<file path="src/rtl/flat_xlate_pkg.sv">
package flat_xlate_pkg;
  localparam int unsigned PG_BITS  = 12;
  localparam int unsigned TAG_BITS = 32 - PG_BITS;

  typedef enum logic {S_IDLE, S_WAIT} xl_state_e;

  typedef struct packed {
    logic [TAG_BITS-1:0] frame;
    logic [9:0]          rsvd;
    logic                rd_ok;
    logic                wr_ok;
  } pte_t;
endpackage

</file>
<file path="src/rtl/xl_check.sv">
module xl_check
  import flat_xlate_pkg::*;
(
  input  logic [PG_BITS-1:0] va_off,
  input  logic               wr,
  input  pte_t               pte,
  input  logic [31:0]        win_lo,
  input  logic [31:0]        win_hi,
  output logic [31:0]        pa,
  output logic               fault
);
  logic [31:0] page;
  logic        perm_bad;

  always_comb begin
    page     = {pte.frame, {PG_BITS{1'b0}}};
    pa       = {pte.frame, va_off};
    perm_bad = wr ? !pte.wr_ok : !pte.rd_ok;
    fault    = (pte == '0) || perm_bad || (page < win_lo) || (page > win_hi);
  end
endmodule

</file>
<file path="src/rtl/xl_tlb.sv">
module xl_tlb
  import flat_xlate_pkg::*;
#(
  parameter int unsigned NWAY = 4,
  parameter int unsigned TAGW = TAG_BITS
) (
  input  logic            clk,
  input  logic            rst_n,
  input  logic [TAGW-1:0] lk_tag,
  output logic            hit,
  output logic [31:0]     hit_pte,
  input  logic            fill_en,
  input  logic [TAGW-1:0] fill_tag,
  input  logic [31:0]     fill_pte,
  input  logic            inval
);
  localparam int unsigned PW = (NWAY > 1) ? $clog2(NWAY) : 1;

  logic [NWAY-1:0] vld_q, vld_n, match;
  logic [TAGW-1:0] tag_q [NWAY];
  logic [31:0]     dat_q [NWAY];
  logic [PW-1:0]   ptr_q, ptr_n;

  for (genvar g = 0; g < NWAY; g++) begin : g_way
    assign match[g] = vld_q[g] && (tag_q[g] == lk_tag);
  end

  always_comb begin
    hit     = |match;
    hit_pte = '0;
    for (int i = 0; i < NWAY; i++)
      if (match[i]) hit_pte = hit_pte | dat_q[i];
  end

  always_comb begin
    vld_n = vld_q;
    ptr_n = ptr_q;
    if (inval) begin
      vld_n = '0;
    end else if (fill_en) begin
      vld_n[ptr_q] = 1'b1;
      ptr_n = (ptr_q == PW'(NWAY - 1)) ? '0 : ptr_q + 1'b1;
    end
  end

  always_ff @(posedge clk or negedge rst_n) begin
    if (!rst_n) begin
      vld_q <= '0;
      ptr_q <= '0;
    end else begin
      vld_q <= vld_n;
      ptr_q <= ptr_n;
    end
  end

  always_ff @(posedge clk) begin
    if (fill_en && !inval) begin
      tag_q[ptr_q] <= fill_tag;
      dat_q[ptr_q] <= fill_pte;
    end
  end

  AST_HIT_UNIQUE: assert property (@(posedge clk) disable iff (!rst_n)
    $onehot0(match));
  AST_INVAL_EMPTY: assert property (@(posedge clk) disable iff (!rst_n)
    inval |=> (vld_q == '0));
endmodule

</file>
<file path="src/rtl/xl_flog.sv">
module xl_flog (
  input  logic        clk,
  input  logic        rst_n,
  input  logic        set,
  input  logic [31:0] set_va,
  input  logic        clr,
  output logic        flt_valid,
  output logic [31:0] flt_vaddr
);
  logic        vld_n;
  logic [31:0] va_n;
  logic        load;

  always_comb begin
    load  = set && (clr || !flt_valid);
    vld_n = load ? 1'b1 : (clr ? 1'b0 : flt_valid);
    va_n  = load ? set_va : flt_vaddr;
  end

  always_ff @(posedge clk or negedge rst_n) begin
    if (!rst_n) begin
      flt_valid <= 1'b0;
      flt_vaddr <= '0;
    end else begin
      flt_valid <= vld_n;
      flt_vaddr <= va_n;
    end
  end

  AST_STICKY_HOLD: assert property (@(posedge clk) disable iff (!rst_n)
    (flt_valid && !clr) |=> (flt_valid && $stable(flt_vaddr)));
endmodule

</file>
<file path="src/rtl/flat_xlate.sv">
module flat_xlate
  import flat_xlate_pkg::*;
#(
  parameter int unsigned NWAY    = 4,
  parameter int unsigned RGNW    = 12,
  parameter logic [31:0] VA_BASE = 32'h0100_0000
) (
  input  logic            clk,
  input  logic            rst_n,
  input  logic [31:0]     cfg_tbl_base,
  input  logic [RGNW-1:0] cfg_regions,
  input  logic [31:0]     cfg_err_addr,
  input  logic [31:0]     cfg_win_lo,
  input  logic [31:0]     cfg_win_hi,
  input  logic            inval,
  input  logic            flt_clr,
  input  logic            req_valid,
  input  logic [31:0]     req_addr,
  input  logic            req_write,
  input  logic            mem_rd_ack,
  input  logic [31:0]     mem_rd_data,
  output logic            rsp_valid,
  output logic [31:0]     rsp_addr,
  output logic            rsp_fault,
  output logic            mem_rd_req,
  output logic [31:0]     mem_rd_addr,
  output logic            flt_valid,
  output logic [31:0]     flt_vaddr
);
  localparam int unsigned RGN_SH = 16;
  localparam int unsigned PADW   = 32 - RGNW - RGN_SH;

  xl_state_e   st_q, st_n;
  logic [31:0] va_q, va_n;
  logic        wr_q, wr_n, kill_q, kill_n;
  logic        rsp_v_n, rsp_f_n, rd_req_n;
  logic [31:0] rsp_a_n, rd_addr_n;

  logic [31:0] va_off, win_size;
  logic        in_rng, accept, waiting;
  logic        hit, fill_en, chk_fault;
  logic [31:0] hit_pte, chk_va, chk_pa;
  logic        chk_wr;
  pte_t        chk_pte;

  always_comb begin
    va_off   = req_addr - VA_BASE;
    win_size = {{PADW{1'b0}}, cfg_regions, {RGN_SH{1'b0}}};
    in_rng   = (req_addr >= VA_BASE) && (va_off < win_size);
    waiting  = (st_q == S_WAIT);
    accept   = !waiting && req_valid && !rsp_valid;
    chk_va   = waiting ? va_q : req_addr;
    chk_wr   = waiting ? wr_q : req_write;
    chk_pte  = waiting ? pte_t'(mem_rd_data) : pte_t'(hit_pte);
  end

  xl_tlb #(.NWAY(NWAY), .TAGW(TAG_BITS)) u_tlb (
    .clk      (clk),
    .rst_n    (rst_n),
    .lk_tag   (req_addr[31:PG_BITS]),
    .hit      (hit),
    .hit_pte  (hit_pte),
    .fill_en  (fill_en),
    .fill_tag (va_q[31:PG_BITS]),
    .fill_pte (mem_rd_data),
    .inval    (inval)
  );

  xl_check u_chk (
    .va_off (chk_va[PG_BITS-1:0]),
    .wr     (chk_wr),
    .pte    (chk_pte),
    .win_lo (cfg_win_lo),
    .win_hi (cfg_win_hi),
    .pa     (chk_pa),
    .fault  (chk_fault)
  );

  always_comb begin
    st_n      = st_q;
    va_n      = va_q;
    wr_n      = wr_q;
    kill_n    = kill_q;
    rsp_v_n   = 1'b0;
    rsp_f_n   = rsp_fault;
    rsp_a_n   = rsp_addr;
    rd_req_n  = 1'b0;
    rd_addr_n = mem_rd_addr;
    fill_en   = 1'b0;
    if (!waiting) begin
      if (accept) begin
        va_n   = req_addr;
        wr_n   = req_write;
        kill_n = 1'b0;
        if (!in_rng) begin
          rsp_v_n = 1'b1;
          rsp_f_n = 1'b1;
          rsp_a_n = cfg_err_addr;
        end else if (hit) begin
          rsp_v_n = 1'b1;
          rsp_f_n = chk_fault;
          rsp_a_n = chk_fault ? cfg_err_addr : chk_pa;
        end else begin
          rd_req_n  = 1'b1;
          rd_addr_n = cfg_tbl_base + {10'd0, va_off[31:PG_BITS], 2'b00};
          st_n      = S_WAIT;
        end
      end
    end else begin
      kill_n = kill_q || inval;
      if (mem_rd_ack) begin
        rsp_v_n = 1'b1;
        rsp_f_n = chk_fault;
        rsp_a_n = chk_fault ? cfg_err_addr : chk_pa;
        fill_en = !(kill_q || inval);
        st_n    = S_IDLE;
      end
    end
  end

  always_ff @(posedge clk or negedge rst_n) begin
    if (!rst_n) begin
      st_q        <= S_IDLE;
      va_q        <= '0;
      wr_q        <= 1'b0;
      kill_q      <= 1'b0;
      rsp_valid   <= 1'b0;
      rsp_fault   <= 1'b0;
      rsp_addr    <= '0;
      mem_rd_req  <= 1'b0;
      mem_rd_addr <= '0;
    end else begin
      st_q        <= st_n;
      va_q        <= va_n;
      wr_q        <= wr_n;
      kill_q      <= kill_n;
      rsp_valid   <= rsp_v_n;
      rsp_fault   <= rsp_f_n;
      rsp_addr    <= rsp_a_n;
      mem_rd_req  <= rd_req_n;
      mem_rd_addr <= rd_addr_n;
    end
  end

  xl_flog u_flog (
    .clk       (clk),
    .rst_n     (rst_n),
    .set       (rsp_v_n && rsp_f_n),
    .set_va    (chk_va),
    .clr       (flt_clr),
    .flt_valid (flt_valid),
    .flt_vaddr (flt_vaddr)
  );

  AST_RD_SINGLE: assert property (@(posedge clk) disable iff (!rst_n)
    mem_rd_req |=> !mem_rd_req);
  AST_RSP_PULSE: assert property (@(posedge clk) disable iff (!rst_n)
    rsp_valid |=> !rsp_valid);
  AST_NO_RD_IDLE: assert property (@(posedge clk) disable iff (!rst_n)
    (mem_rd_req && $past(rsp_valid)) |-> 1'b0);
  AST_FAULT_REDIR: assert property (@(posedge clk) disable iff (!rst_n)
    (rsp_valid && rsp_fault) |-> (rsp_addr == $past(cfg_err_addr)));
  AST_PA_IN_WIN: assert property (@(posedge clk) disable iff (!rst_n)
    (rsp_valid && !rsp_fault) |->
      (({rsp_addr[31:PG_BITS], 12'h000} >= $past(cfg_win_lo)) &&
       ({rsp_addr[31:PG_BITS], 12'h000} <= $past(cfg_win_hi))));
endmodule

</file>
<file path="config.mk">
export PLATFORM = sky130hd
export DESIGN_NAME = flat_xlate
export DESIGN_NICKNAME = d
export VERILOG_FILES = /design/src/rtl/flat_xlate_pkg.sv /design/src/rtl/xl_check.sv /design/src/rtl/xl_tlb.sv /design/src/rtl/xl_flog.sv /design/src/rtl/flat_xlate.sv
export SDC_FILE = /design/constraint.sdc
export NUM_CORES = 1
export LEC_CHECK = 0
export ABC_AREA = 1
export CAP_MARGIN = 20
export CELL_PAD_IN_SITES_DETAIL_PLACEMENT = 2
export CELL_PAD_IN_SITES_GLOBAL_PLACEMENT = 2
export CORE_ASPECT_RATIO = 1.1
export CORE_MARGIN = 2
export CORE_UTILIZATION = 23
export DETAILED_ROUTE_END_ITERATION = 8
export HOLD_SLACK_MARGIN = 0.12
export PLACE_DENSITY_LB_ADDON = 0.25
export SLEW_MARGIN = 20
export SYNTH_ARGS = -nofsm -noshare
export SYNTH_HDL_FRONTEND = slang
export SYNTH_SLANG_ARGS = --single-unit
</file>
<file path="constraint.sdc">
create_clock -name clk -period 3.5 [get_ports clk]
set_input_delay 0.35 -clock clk [delete_from_list [all_inputs] [get_ports clk]]
set_output_delay 0.35 -clock clk [all_outputs]
set_load 0.01 [all_outputs]
</file>
==> flow_summary_export.csv <==
group,metric,value,unit
setup_path,worstPathMaxFanout,14,
timing,min_period_over_period,1.192,
placement,place_hpwl,60730,um
floorplanning,die_h,289.0,um
finish,drive_above_1_share,0.2527,
synth,syn-num-nets,2287,
detailed_routing,drc,0,
timing,fin_setup_tns,-35710,ps
min_path,hp-class,"input pin to flip-flop",
synth,seq_area_frac_synth,0.5049,
pwr,leakage,11.81,nW
detailed_routing,first_pass_iters,5,
floorplanning,die_area,76010,um^2
global_routing,grt_first_pass_wirelength,120000,um
detailed_routing,vias_per_cell,4.708,
synth,synth-seq-cells,309,
setup_path,cp.buffers_inverters,8,
synth,syn_area,16980,um^2
detailed_routing,finalWirelength,81870,um
finish,final_nets,2919,
status,violations,"negative setup slack",
placement,port_buffers,300,
global_routing,grt_max_degree,71,
setup_path,crit_type,"flip-flop to flip-flop",
floorplanning,coreArea,73130,um^2
synth,syn_area_per_cell,8.494,um^2
timing,hold_viol_final,0,
clock_tree,cts_sinks,309,
setup_path,worstSetupEndpointType,"flip-flop",
floorplanning,die_w,263.1,um
status,status,"complete, but fails checks",
floorplanning,io_pins,311,
synth,ys_types,49,
timing,setup_violations,66,
clock_tree,cts_max_level,2,
global_routing,grt_pass1_vias,19382,
finish,area_delta_synth_final,57.82,%
timing,maxSlewHeadroom,0.4446,
setup_path,worst_ep_arrival_time,4600,ps
detailed_routing,via_count,17034,
setup_path,max_stage_delay,390,ps
floorplanning,start_util,0.2322,
clock_tree,clk_latency,580,ps
clock_tree,cts_tree,"built",
detailed_routing,drt-initial-drc-count,850,
detailed_routing,wire_per_inst,22.63,um
timing,max_freq,239.8,MHz
pwr,power_density,455.1,nW/um^2
flow_run,cap_violations,0,
timing,tightest_slew,824.4,ps
setup_path,path_delay_family,"simple AND/OR/NAND/NOR gates",
pwr,ir_drop,0.2844,mV
timing,timing.final.crit_period,4171,ps
global_routing,antenna_found_initial,2,
floorplanning,rows,104,
global_routing,overflow,0,
clock_tree,clockBufferDepth,3,
synth,synthCells,1999,
clock_tree,clkTransAtPathRegs,60,ps
timing,fin_ws,-670.9,ps
timing,rsz0062_at_grt,"yes",
timing,drv_slew,0,
synth,ys_warn_count,0,
timing,fin_skew,37.34,ps
detailed_routing,antenna_left,0,
finish,fillCellCount,8048,
setup_path,cp-start-kind,"flip-flop",
setup_path,slowest_stage,"edfxtp_1",
global_routing,grt_use_total,0.2083,
clock_tree,cts-root-buf,"clkbuf_16",
setup_path,cp_data_required_time,3930,ps
placement,gp_congestion,0.9059,
finish,postLayoutCoreUtil,0.3664,
placement,place_ws,-1784,ps
clock_tree,numCtsBuffers,40,
[state kept, by name, summed over array words and instances, names as in the netlist]
| register | cells |
|---|---|
| mem_rd_addr | 32 |
| u_tlb.vld_q | 4 |
| u_flog.flt_valid | 1 |
| mem_rd_req | 1 |
| st_q | 1 |
| u_tlb.dat_q | 88 |
| u_flog.flt_vaddr | 32 |
| u_tlb.ptr_q | 2 |
| va_q | 32 |
| kill_q | 1 |
| u_tlb.tag_q | 80 |
| rsp_valid | 1 |
| rsp_fault | 1 |
| rsp_addr | 32 |
| wr_q | 1 |
[logic make-up (layout without fill, tap and decap cells)]
group,count (synthesis),count (layout),synth area share
AOI/OAI and AO/OA,246,246,0.07900
xor gates and xnor gates,50,50,0.02579
adders and majority gates,77,77,0.05718
buffers and inverters,271,935,0.06677
DFF,309,309,0.5049
muxes,4,4,0.002358
other,0,1,0
and+or+nand+nor,1042,1042,0.2640
[routing by layer]
metal | routed length (um) | GRT usage | share of wire | up-vias
met5 | 0 | 0 | 0 | -
met4 | 2478 | 0.06157 | 0.030 | 0
met3 | 2716 | 0.03060 | 0.033 | 124
met2 | 43680 | 0.4024 | 0.53 | 346
met1 | 32990 | 0.2363 | 0.40 | 8618
li1 | - | - | - | 7946
[per-stage QoR]
| stage | hold WS (ps) | cells | cell area [um^2] | total power [mW] |
|---|---|---|---|---|
| finish | 364.5 | 3618 | 26800 | 12.19 |
| global route | 372.4 | 3618 | 26800 | 12.80 |
| CTS | 330.9 | 3600 | 25900 | 12.22 |
| detailed placement | 457.3 | 3470 | 23290 | 7.607 |
| global placement | 448.8 | 3470 | 23290 | 7.503 |
| floorplan | 54.41 | 1999 | 16990 | 5.743 |
[synth_stat cells (all sizes together)]
library cell    n  area share
dfrtp         141        0.21
inv           197       0.044
nand2         631        0.14
a21boi          1     0.00066
fa              1      0.0012
and3            8      0.0029
xnor2          19      0.0098
or2            11      0.0041
nor3           20      0.0071
nor2          179       0.041
xor2           31       0.016
mux2i           4      0.0024
nor3b           3      0.0013
ha             76       0.056
and2            3      0.0011
a21o            3      0.0013
o211ai          2     0.00088
o21ba           1     0.00059
a2bb2oi         1     0.00052
nand3          72       0.022
a21oi          90       0.027
o21ai         123       0.036
nor4           13      0.0048
nand4         102       0.038
buf            44       0.017
o21a            2     0.00088
a41oi          12      0.0062
a31oi           3      0.0011
clkbuf         30      0.0066
o31ai           1     0.00044
o221ai          1     0.00052
a211oi          2     0.00088
o21bai          4      0.0018
edfxtp        168        0.30
[layout by cell type (no fill, tap or decap), types with 29 or more instances in the layout]
cell             instances
a21oi_1                 63
buf_12                  35
buf_4                  295
clkbuf_16               51
clkdlybuf4s50_1        281
dfrtp_1                140
edfxtp_1               168
ha_1                    64
inv_1                  168
nand2_1                531
nand2_2                 71
nand2_4                 29
nand3_1                 57
nand4_1                101
nor2_1                 154
o21ai_0                106
[area by class of cell]
class / instances / area, um^2 / area share
timing repair buffer: 664 / 6476 / 0.2417
antenna: 1 / 2.502 / 0.00009339
sequential: 309 / 8574 / 0.3200
tap: 954 / 1194 / 0.04455
clock inverter: 13 / 125.1 / 0.004669
inverter: 197 / 754.5 / 0.02816
multi-input combinational: 1419 / 8433 / 0.3147
clock buffer: 61 / 1236 / 0.04613
[where the power goes]
group	leakage (nW)	internal, mW	switching, mW	total (mW)
logic	7.87	1.59	1.53	3.12
clock network	0.661	2.59	1.73	4.32
registers	3.28	4.32	0.432	4.75
[worst paths after layout]
check	startpoint	to	slack, ps	depth (start not counted)
min in group asynchronous	rst_n	mem_rd_addr[6]	390	2
setup / recovery	u_tlb.tag_q[1][3]	u_flog.flt_vaddr[0]	-670	27
hold reg to reg	mem_rd_addr[21]	mem_rd_addr[21]	480	2
setup reg to reg	u_tlb.tag_q[1][3]	u_flog.flt_vaddr[0]	-670	27
hold / removal	cfg_tbl_base[0]	mem_rd_addr[0]	360	3
max in group asynchronous	rst_n	u_flog.flt_vaddr[5]	2010	4
[timing repair]
action,in CTS,in global routing
pin swaps,48,82
hold buffers,1,0
setup endpoints to repair,66,69
gates resized for setup,187,161
gates cloned,7,6
hold endpoints to repair,67,0
buffers inserted,50,21
[worst min-delay path, cell delays in order]
cell,delay (ps)
clkdlybuf4s50_1,400
nand2_1,70
nand2_1,50
No activity file was read; power rests on OpenSTA's default activity.
